===== src/rtl/pmc_pkg.sv =====
// Shared types for the power mode controller.
package pmc_pkg;
    typedef enum logic [1:0] {
        PM_TURBO = 2'd0,
        PM_HALF  = 2'd1,
        PM_IDLE  = 2'd2
    } pm_mode_e;
endpackage


===== src/rtl/pmc_decide.sv =====
// Per-element mode decision.
// Maps the busy flag and buffer threshold flags of one element to an
// optional mode request. Purely combinational; assumes the flags are
// valid whenever the caller qualifies the result with its strobe.
module pmc_decide
    import pmc_pkg::*;
(
    input  logic     busy,
    input  logic     low_mark,
    input  logic     high_mark,
    output logic     want_vld,
    output pm_mode_e want_mode
);
    // Priority: free element, then low mark, then high mark, else keep.
    always_comb begin
        want_vld  = 1'b1;
        want_mode = PM_TURBO;
        if (!busy) begin
            want_mode = PM_IDLE;
        end else if (low_mark) begin
            want_mode = PM_TURBO;
        end else if (high_mark) begin
            want_mode = PM_HALF;
        end else begin
            want_vld  = 1'b0;
        end
    end
endmodule


===== src/rtl/pmc_pe_fsm.sv =====
// Per-element switch sequencer.
// Holds the mode in effect, runs a switch with a latency that depends
// on the transition kind, and parks a request that arrives during a
// switch. Assumes every latency parameter is at least 1.
module pmc_pe_fsm
    import pmc_pkg::*;
#(
    parameter int LAT_DVFS  = 2,
    parameter int LAT_WAKE  = 6,
    parameter int LAT_SLEEP = 3
)(
    input  logic     clk,
    input  logic     rst_n,
    input  logic     req_vld,
    input  pm_mode_e req_mode,
    output logic     ready,
    output pm_mode_e cur_mode,
    output pm_mode_e tgt_mode
);
    localparam int LAT_A   = (LAT_DVFS > LAT_WAKE) ? LAT_DVFS : LAT_WAKE;
    localparam int LAT_MAX = (LAT_A > LAT_SLEEP) ? LAT_A : LAT_SLEEP;
    localparam int CW      = $clog2(LAT_MAX + 1);

    logic          sw_q;
    logic [CW-1:0] cnt_q;
    pm_mode_e      cur_q, tgt_q, pend_mode_q;
    logic          pend_vld_q;
    logic          nxt_vld;
    pm_mode_e      nxt_mode;

    // Cycle count of a transition from one mode to another.
    function automatic logic [CW-1:0] lat_of(pm_mode_e from_m, pm_mode_e to_m);
        if (to_m == PM_IDLE)        return CW'(LAT_SLEEP);
        else if (from_m == PM_IDLE) return CW'(LAT_WAKE);
        else                        return CW'(LAT_DVFS);
    endfunction

    // A fresh request overrides a parked one.
    always_comb begin
        nxt_vld  = req_vld | pend_vld_q;
        nxt_mode = req_vld ? req_mode : pend_mode_q;
    end

    // Switch sequencing and request parking.
    always_ff @(posedge clk) begin
        if (!rst_n) begin
            sw_q        <= 1'b0;
            cnt_q       <= '0;
            cur_q       <= PM_TURBO;
            tgt_q       <= PM_TURBO;
            pend_vld_q  <= 1'b0;
            pend_mode_q <= PM_TURBO;
        end else if (sw_q) begin
            if (cnt_q == CW'(1)) begin
                cur_q <= tgt_q;
                sw_q  <= 1'b0;
            end else begin
                cnt_q <= cnt_q - CW'(1);
            end
            if (req_vld) begin
                pend_vld_q  <= 1'b1;
                pend_mode_q <= req_mode;
            end
        end else begin
            pend_vld_q <= 1'b0;
            if (nxt_vld && (nxt_mode != cur_q)) begin
                sw_q  <= 1'b1;
                tgt_q <= nxt_mode;
                cnt_q <= lat_of(cur_q, nxt_mode);
            end
        end
    end

    assign ready    = !sw_q;
    assign cur_mode = cur_q;
    assign tgt_mode = tgt_q;

    AST_MODE_CHANGES_ON_DONE: assert property (@(posedge clk) disable iff (!rst_n)
        !$stable(cur_q) |-> !sw_q);
    AST_CNT_IN_RANGE: assert property (@(posedge clk) disable iff (!rst_n)
        sw_q |-> (cnt_q != '0) && (cnt_q <= CW'(LAT_MAX)));
    AST_TARGET_HELD: assert property (@(posedge clk) disable iff (!rst_n)
        (sw_q && $past(sw_q)) |-> $stable(tgt_q));
    AST_SETTLED_AGREES: assert property (@(posedge clk) disable iff (!rst_n)
        !sw_q |-> (tgt_q == cur_q));
endmodule


===== src/rtl/pmc_top.sv =====
// Power mode controller for NUM_PE processing elements.
// On each scheduling strobe, derives a mode per element from its busy
// and buffer threshold flags and applies it through a per-element
// sequencer. Assumes sched_valid is a single-cycle strobe.
module pmc_top
    import pmc_pkg::*;
#(
    parameter int NUM_PE    = 4,
    parameter int LAT_DVFS  = 2,
    parameter int LAT_WAKE  = 6,
    parameter int LAT_SLEEP = 3
)(
    input  logic                clk,
    input  logic                rst_n,
    input  logic                sched_valid,
    input  logic [NUM_PE-1:0]   pe_busy,
    input  logic [NUM_PE-1:0]   thr_low,
    input  logic [NUM_PE-1:0]   thr_high,
    output logic [2*NUM_PE-1:0] mode_req,
    output logic [2*NUM_PE-1:0] cur_mode,
    output logic [NUM_PE-1:0]   pe_ready
);
    for (genvar p = 0; p < NUM_PE; p++) begin : g_pe
        logic     want_vld;
        pm_mode_e want_mode;
        pm_mode_e cur_m, tgt_m;

        pmc_decide u_dec (
            .busy      (pe_busy[p]),
            .low_mark  (thr_low[p]),
            .high_mark (thr_high[p]),
            .want_vld  (want_vld),
            .want_mode (want_mode)
        );

        pmc_pe_fsm #(
            .LAT_DVFS  (LAT_DVFS),
            .LAT_WAKE  (LAT_WAKE),
            .LAT_SLEEP (LAT_SLEEP)
        ) u_fsm (
            .clk      (clk),
            .rst_n    (rst_n),
            .req_vld  (sched_valid & want_vld),
            .req_mode (want_mode),
            .ready    (pe_ready[p]),
            .cur_mode (cur_m),
            .tgt_mode (tgt_m)
        );

        assign cur_mode[2*p +: 2] = cur_m;
        assign mode_req[2*p +: 2] = tgt_m;

        AST_FREE_GOES_IDLE: assert property (@(posedge clk) disable iff (!rst_n)
            (sched_valid && !pe_busy[p] && pe_ready[p] && cur_mode[2*p +: 2] != 2'd2)
            |=> (!pe_ready[p] && mode_req[2*p +: 2] == 2'd2));
        AST_LOW_GOES_TURBO: assert property (@(posedge clk) disable iff (!rst_n)
            (sched_valid && pe_busy[p] && thr_low[p] && pe_ready[p] && cur_mode[2*p +: 2] != 2'd0)
            |=> (!pe_ready[p] && mode_req[2*p +: 2] == 2'd0));
        AST_HIGH_GOES_HALF: assert property (@(posedge clk) disable iff (!rst_n)
            (sched_valid && pe_busy[p] && !thr_low[p] && thr_high[p] && pe_ready[p]
             && cur_mode[2*p +: 2] != 2'd1)
            |=> (!pe_ready[p] && mode_req[2*p +: 2] == 2'd1));
        AST_QUIET_KEEPS: assert property (@(posedge clk) disable iff (!rst_n)
            (!sched_valid && pe_ready[p] && $past(pe_ready[p]) && $past(!sched_valid))
            |=> pe_ready[p]);
    end
endmodule


===== config.mk =====
export PLATFORM = sky130hd
export DESIGN_NAME = pmc_top
export DESIGN_NICKNAME = d
export VERILOG_FILES = /design/src/rtl/pmc_pkg.sv /design/src/rtl/pmc_decide.sv /design/src/rtl/pmc_pe_fsm.sv /design/src/rtl/pmc_top.sv
export SDC_FILE = /design/constraint.sdc
export NUM_CORES = 1
export LEC_CHECK = 0
export ABC_AREA = 1
export CAP_MARGIN = 20
export CORE_ASPECT_RATIO = 1.1
export CORE_MARGIN = 1.5
export CORE_UTILIZATION = 50
export CTS_BUF_LIST = sky130_fd_sc_hd__clkbuf_4 sky130_fd_sc_hd__clkbuf_8
export CTS_CLUSTER_SIZE = 20
export DETAILED_ROUTE_END_ITERATION = 10
export DONT_BUFFER_PORTS = 1
export PLACE_DENSITY = 0.68
export SYNTH_ARGS = -nofsm -noshare
export SYNTH_HDL_FRONTEND = slang
export SYNTH_SLANG_ARGS = --single-unit

===== constraint.sdc =====
create_clock -name clk -period 1.4 [get_ports clk]
set_clock_uncertainty 0.15 [all_clocks]
set_input_delay 0.07 -clock clk [delete_from_list [all_inputs] [get_ports clk]]
set_output_delay 0.07 -clock clk [all_outputs]
set_load 0.02 [all_outputs]

==> metrics.md, run 1 <==
| Metric | Value |
|---|---|
| Combinational share of power | `0.318` |
| Synthesized area | `0.002362 mm2` |
| Worst setup margin | `0.03712 ns` |
| Hold crit path type | `primary input to flop` |
| Die width | `68.54 um` |
| Num CTS Buffers | `5` |
| Clock Latency Late Sink | `0.29 ns` |
| Hold Fails Final Rpt | `29` |
| First-pass GRT wire length | `7941 um` |
| Worst hold slack | `-0.2628 ns` |
| Final ANT Viol Nets | `0` |
| Peak VDD IR | `643.9 uV` |
| Pwr/cell area | `1325 mW/mm2` |
| Fin crit share | `0.9735` |
| Worst-margin pin slew | `0.4166 ns` |
| Sw frac | `0.3455` |
| GPL Wtd Cong | `0.8145` |
| DRT Wirelength | `5158 um` |
| Worst EP arrival | `1.44 ns` |
| Int Power | `2477 uW` |
| WL/cell | `12.14 um` |
| Port Buffers | `0` |
| Hold-fix buffers at CTS | `5` |
| Core Area | `0.004587 mm2` |
| Main area contributors after synthesis | `dfxtp_1, nand2_1, inv_1` |
| Drt pass-1 iters | `4` |
| Power share of the clock group | `0.260` |
| Worst hold path stage count | `2` |
| Share of the synthesized area in the top cell type | `0.3729` |
| Total GRT Usage | `0.2001` |
| Fmax | `0.7337 GHz` |
| Sequential share of power | `0.422` |
| Filler cell count | `437` |
| Final setup fails | `0` |
| DP Worst Slack | `-0.002046 ns` |
| CP Capture Type | `flop` |
| Initial DRC count | `110` |
| Syn-to-layout area delta | `20.92%` |
| Setup crit start kind | `flop` |
| RSZ-0062 raised after global routing | `true` |
| Psw | `1307 uW` |
| Die ar. | `0.005146 mm2` |
| Status | `finished with violations` |
| Layout cell share with drive strength beyond 1 | `0.2656` |
| Vias in the first global route | `1893` |
| Initial antenna violation count | `0` |
| H-tree depth | `2` |
| Initial core utilization | `0.5150` |
| Clock sink count | `44` |
| Synth warn | `0` |
| Syn_nets | `365` |
| Unique masters post-synth | `27` |
| Worst r2r path cells | `10` |
| Crit path kind | `flop to flop` |
| Drc violations | `0` |
| Violated checks | `hold timing` |
| Number of diodes | `0` |
| Slew headroom | `0.7204` |
| Routed vias | `2185` |
| Maxcap violations | `0` |
| Chip Height | `75.09 um` |
| Slew Viols, Final | `0` |
| Number of I/O pins | `35` |
| Vias per cell | `5.141` |
| WP data required | `1.48 ns` |
| Root Buffer | `clkbuf_8` |
| Crit path max fanout | `7` |
| Syn_area_per_cell | `6.907 um2` |
| Period minus WS final | `1.363 ns` |
| Final Total Pwr | `3784 uW` |
| Clock transition at the registers of the reported paths | `0.09 ns` |
| Hpwl dp | `3487 um` |
| Largest net degree at the start of global routing | `32` |
| CTS tree | `yes` |
| Layout Nets | `391` |
| Lkg Pwr | `0.001356 uW` |
| Register area share after synthesis | `0.3729` |
| #FFs+latches synth | `44` |
| Clk buf depth | `2` |
| Top cell type by total area after synthesis | `dfxtp_1` |
| Cells after Synth | `342` |
| Row count | `26` |
| Grt ovf | `0` |
[cell type report]
class                           count  area, um2  share of cell area
Tap cell                           56      70.07             0.02453
Clock inverter                      2      35.03             0.01226
Timing Repair Buffer               32      252.7             0.08848
Multi-Input combinational cell    227       1314              0.4599
Clock buffer                        6      76.32             0.02672
Sequential cell                    44      890.9              0.3119
Inverter                           58      217.7             0.07622
[worst paths after layout]
kind / start / end / slack [ns]
max: g_pe[2].u_fsm.pend_mode_q[0] / g_pe[2].u_fsm.cnt_q[0] / 0.04
min: rst_n / g_pe[0].u_fsm.cnt_q[1] / -0.26
max reg2reg: g_pe[2].u_fsm.pend_mode_q[0] / g_pe[2].u_fsm.cnt_q[0] / 0.04
min reg2reg: g_pe[3].u_fsm.cnt_q[1] / g_pe[3].u_fsm.cnt_q[1] / 0.32
[cells in the mapped netlist (all sizes together)]
cell    count
nand2      71
inv        58
dfxtp      44
nand3      42
o21ai      34
a21oi      30
nor2       24
ha          8
buf         7
clkbuf      6
nand3b      5
nand4       4
nor3        3
xnor2       2
a21o        1
a31oi       1
and2        1
o22ai       1
[layer usage]
layer	global-route usage	share of wire
met1	0.2475	0.46
met4	0.05333	0.011
met5	0	0
met2	0.3440	0.50
met3	0.04933	0.033
[cells by family after synthesis]
family	after synthesis	synth area share
adders and majority gates	8	0.04237
AOI/OAI and AO/OA	67	0.1457
buffers and inverters	71	0.1234
xor gates and xnor gates	2	0.007417
and+or+nand+nor	150	0.3083
DFF	44	0.3729
[through the flow]
step                cells  setup TNS [ns]  area [um2]    util  hold slack (ns)
finish                425               0        2856  0.6228          -0.2628
global placement      407               0        2524  0.5502          0.04628
CTS                   420               0        2685  0.5854          -0.2712
detailed placement    407       -0.002046        2524  0.5502          0.05347
global route          425         -0.3658        2856  0.6228          -0.2754
floorplan             342               0        2362       -           0.1642
[worst max-delay path: stages (launching register included)]
cell	delay, ns
dfxtp_2	0.33
a21o_1	0.15
nand2_2	0.08
inv_2	0.04
nand2_2	0.05
nand2_2	0.05
nand3_2	0.07
nand2_4	0.09
nand2_4	0.09
nand2_2	0.07
a21oi_2	0.12
[flip-flops by register name, summed over array words and instances (netlist names)]
register                flops
g_pe.u_fsm.cur_mode         8
g_pe.u_fsm.pend_vld_q       4
g_pe.u_fsm.tgt_mode         8
g_pe.u_fsm.cnt_q           12
g_pe.u_fsm.sw_q             4
g_pe.u_fsm.pend_mode_q      8
[what timing repair did]
action,in CTS,in global routing
endpoints found under the hold margin,42,29
gates resized for setup,0,57
setup endpoints to repair,0,19
setup buffers,0,5
[placed cells by master (no fill, tap or decap)]
cell / count
a31oi_1: 1
nor2_2: 3
nand4_1: 4
nand2_2: 15
a21oi_1: 25
inv_2: 10
nand3_1: 31
inv_1: 48
o21ai_1: 8
a21o_1: 1
nand2_4: 6
clkbuf_4: 1
bufinv_16: 1
nor2_1: 21
a21oi_2: 5
nand3b_1: 5
o22ai_1: 1
nand2_1: 50
clkbuf_8: 5
ha_2: 1
o21ai_2: 3
dfxtp_2: 8
nor3_2: 1
nand3_4: 3
nor3_1: 2
clkinv_2: 1
and2_1: 1
o21ai_0: 23
dlygate4sd3_1: 5
dfxtp_1: 36
buf_4: 27
xnor2_1: 2
nand3_2: 8
ha_1: 7
[power by group through the flow]
stage,logic [uW],registers (uW),clock network (uW)
6_report,1200,1590,985
5_1_grt,1350,1620,1060
3_5_place_dp,1020,1600,0
4_1_cts,1040,1570,1020
2_1_floorplan,819,1580,0
3_3_place_gp,1000,1600,0
No activity file was read; power rests on OpenSTA's default activity.
==> run 2: changes to the inputs <==
CORE_UTILIZATION = 58   (was 50)
PLACE_DENSITY = 0.76   (was 0.68)
==> run 2 against run 1 <==
Compared with the run above: sequential power barely moved; die area down 13%; the run ends with hold timing, setup timing left; register-to-register slack lost 0.07 ns; non-clock buffer count fell by 6; global-route usage increased by 4.0 points; largest power group unchanged; critical path depth down 2; wire length increased by 1.8%; first-iteration DRC count increased by 49%; flip-flop and latch count is the same; sequential share of layout area rose by 1.1 points.
==> metrics.md, run 2 (synthesis gave the netlist of run 1 again) <==
| Metric | Value |
|---|---|
| Power share of the clock group | `0.238 (was 0.260)` |
| Slew headroom | `0.6151 (was 0.7204)` |
| Lkg Pwr | `0.001322 uW (was 0.001356 uW)` |
| Slew Viols, Final | `0 (unchanged)` |
| Number of I/O pins | `35 (unchanged)` |
| Hold Path Origin | `rst_n (unchanged)` |
| Vias per cell | `5.316 (was 5.141)` |
| Worst hold slack | `-0.2608 ns (was -0.2628 ns)` |
| Psw | `1290 uW (was 1307 uW)` |
| Combinational share of power | `0.322 (was 0.318)` |
| RSZ-0062 raised after global routing | `true (unchanged)` |
| Grt ovf | `0 (unchanged)` |
| Clock sink count | `44 (unchanged)` |
| Worst-margin pin slew | `0.5767 ns (was 0.4166 ns)` |
| H-tree depth | `2 (unchanged)` |
| Clock Latency Late Sink | `0.30 ns (was 0.29 ns)` |
| Max reg flops | `12 (unchanged)` |
| Setup crit start kind | `flop (unchanged)` |
| Die ar. | `0.004465 mm2 (was 0.005146 mm2)` |
| R2r endpoint | `g_pe[2].u_fsm.cnt_q[2] (was g_pe[2].u_fsm.cnt_q[0])` |
| Root Buffer | `clkbuf_8 (unchanged)` |
| Worst hold path stage count | `2 (unchanged)` |
| Routed vias | `2206 (was 2185)` |
| Fmax | `0.6992 GHz (was 0.7337 GHz)` |
| Initial DRC count | `164 (was 110)` |
| Worst r2r path cells | `8 (was 10)` |
| Number of diodes | `0 (unchanged)` |
| Pwr/cell area | `1319 mW/mm2 (was 1325 mW/mm2)` |
| Reg2reg setup slack | `-0.03 ns (was 0.04 ns)` |
| CP Capture Type | `flop (unchanged)` |
| CTS tree | `yes (unchanged)` |
| Worst R2R Start | `g_pe[2].u_fsm.cnt_q[0] (was g_pe[2].u_fsm.pend_mode_q[0])` |
| Period minus WS final | `1.430 ns (was 1.363 ns)` |
| Filler cell count | `345 (was 437)` |
| Drc violations | `0 (unchanged)` |
| Maxcap violations | `0 (unchanged)` |
| Final setup fails | `1 (was 0)` |
| First-pass GRT wire length | `8590 um (was 7941 um)` |
| Critical path origin | `g_pe[2].u_fsm.cnt_q[0] (was g_pe[2].u_fsm.pend_mode_q[0])` |
| Initial antenna violation count | `0 (unchanged)` |
| Placed cell areas | `0.002504 mm2 (was 0.002524 mm2)` |
| Crit path kind | `flop to flop (unchanged)` |
| Num CTS Buffers | `5 (unchanged)` |
| Fin crit share | `1.022 (was 0.9735)` |
| Port Buffers | `0 (unchanged)` |
| Total GRT Usage | `0.2403 (was 0.2001)` |
| Placed cell count | `401 (was 407)` |
| Drt pass-1 iters | `4 (unchanged)` |
| Hold-fix buffers at CTS | `4 (was 5)` |
| GPL Wtd Cong | `0.8422 (was 0.8145)` |
| Vias in the first global route | `2008 (was 1893)` |
| Finished Cell Area | `0.002758 mm2 (was 0.002856 mm2)` |
| Non-Filler Instances | `415 (was 425)` |
| Core Area | `0.003934 mm2 (was 0.004587 mm2)` |
| Clock transition at the registers of the reported paths | `0.08 ns (was 0.09 ns)` |
| Commonest cells after routing, fill and taps aside | `nand2_1, inv_1, dfxtp_1 (unchanged)` |
| Die width | `63.85 um (was 68.54 um)` |
| Violated checks | `hold timing, setup timing (was hold timing)` |
| Row count | `24 (was 26)` |
| Peak VDD IR | `768.3 uV (was 643.9 uV)` |
| Total negative slack | `-0.03013 ns (was 0 ns)` |
| Status | `finished with violations (unchanged)` |
| Final ANT Viol Nets | `0 (unchanged)` |
| Syn-to-layout area delta | `16.74% (was 20.92%)` |
| Layout Nets | `385 (was 391)` |
| Leading cell type in the layout, fill and taps excluded | `nand2_1 (unchanged)` |
| Reg with most FFs | `g_pe.u_fsm.cnt_q (unchanged)` |
| WP data required | `1.45 ns (was 1.48 ns)` |
| Crit path max fanout | `3 (was 7)` |
| DRT Wirelength | `5251 um (was 5158 um)` |
| Chip Height | `69.94 um (was 75.09 um)` |
| Layout cell share with drive strength beyond 1 | `0.2369 (was 0.2656)` |
| Sequential share of power | `0.440 (was 0.422)` |
| Initial core utilization | `0.6005 (was 0.5150)` |
| Sw frac | `0.3547 (was 0.3455)` |
| Int Power | `2346 uW (was 2477 uW)` |
| Worst setup margin | `-0.03013 ns (was 0.03712 ns)` |
| Hold crit path type | `primary input to flop (unchanged)` |
| Hold worst-path end | `g_pe[1].u_fsm.cnt_q[0] (was g_pe[0].u_fsm.cnt_q[1])` |
| Largest net degree at the start of global routing | `32 (unchanged)` |
| Hpwl dp | `3436 um (was 3487 um)` |
| Hold Fails Final Rpt | `29 (unchanged)` |
| Worst EP arrival | `1.48 ns (was 1.44 ns)` |
| WL/cell | `12.65 um (was 12.14 um)` |
| DP Worst Slack | `0.01809 ns (was -0.002046 ns)` |
| Clk buf depth | `2 (unchanged)` |
-- run 2: worst max-delay path by stage --
stage / endpoint / slack (ns) / cells past startpoint
2_1_floorplan: g_pe[3].u_fsm.cnt_q[1] / 0.03 / 7
3_3_place_gp: g_pe[3].u_fsm.cnt_q[1] / 0.05 / 10
3_5_place_dp: g_pe[3].u_fsm.cnt_q[1] / 0.02 / 10
4_1_cts: g_pe[3].u_fsm.cnt_q[1] / 0.008 / 10
5_1_grt: g_pe[0].u_fsm.cnt_q[2] / -0.07 / 8
6_report: g_pe[2].u_fsm.cnt_q[2] / -0.03 / 8
-- run 2: layer usage --
metal | track usage | routed length [um]
met2 | 0.3993 | 2581
met1 | 0.2966 | 2366
met4 | 0.08454 | 64
met5 | 0 | 0
met3 | 0.06602 | 237
-- run 2: power by group through the flow --
stage | Clock (uW) | Sequential [uW] | Combinational [uW]
5_1_grt | 913 | 1620 | 1330
2_1_floorplan | 0 | 1580 | 819
3_5_place_dp | 0 | 1600 | 1020
6_report | 865 | 1600 | 1170
3_3_place_gp | 0 | 1600 | 993
4_1_cts | 875 | 1580 | 1030
-- run 2: area by class of cell --
cell class	instances	area [um2]	share of cell area
multi-input combinational	227	1285	0.4660
timing repair buffer	26	202.7	0.07350
sequential	44	889.6	0.3226
tap	52	65.06	0.02359
inverter	58	217.7	0.07895
clock buffer	8	97.59	0.03539
-- run 2: timing repair --
item | 4_1_cts | 5_1_grt
pin swaps | 1 | 18
endpoints found under the setup margin | 1 | 24
gates cloned | 0 | 0
buffers inserted | 0 | 3
gates resized for setup | 0 | 48
endpoints found under the hold margin | 32 | 29
-- run 2: worst max-delay path, stage by stage (launching register included) --
cell     delay (ns)
dfxtp_1        0.37
inv_1          0.08
ha_1           0.21
o21ai_0        0.18
a21oi_1        0.06
a21oi_1        0.13
nand2_1        0.06
nand2_1        0.05
nor2_1         0.03
-- run 2: stage by stage --
step,total power (uW),utilization
4_1_cts,3485,0.6714
3_5_place_dp,2619,0.6365
5_1_grt,3860,0.7010
2_1_floorplan,2399,-
6_report,3636,0.7010
3_3_place_gp,2592,0.6365
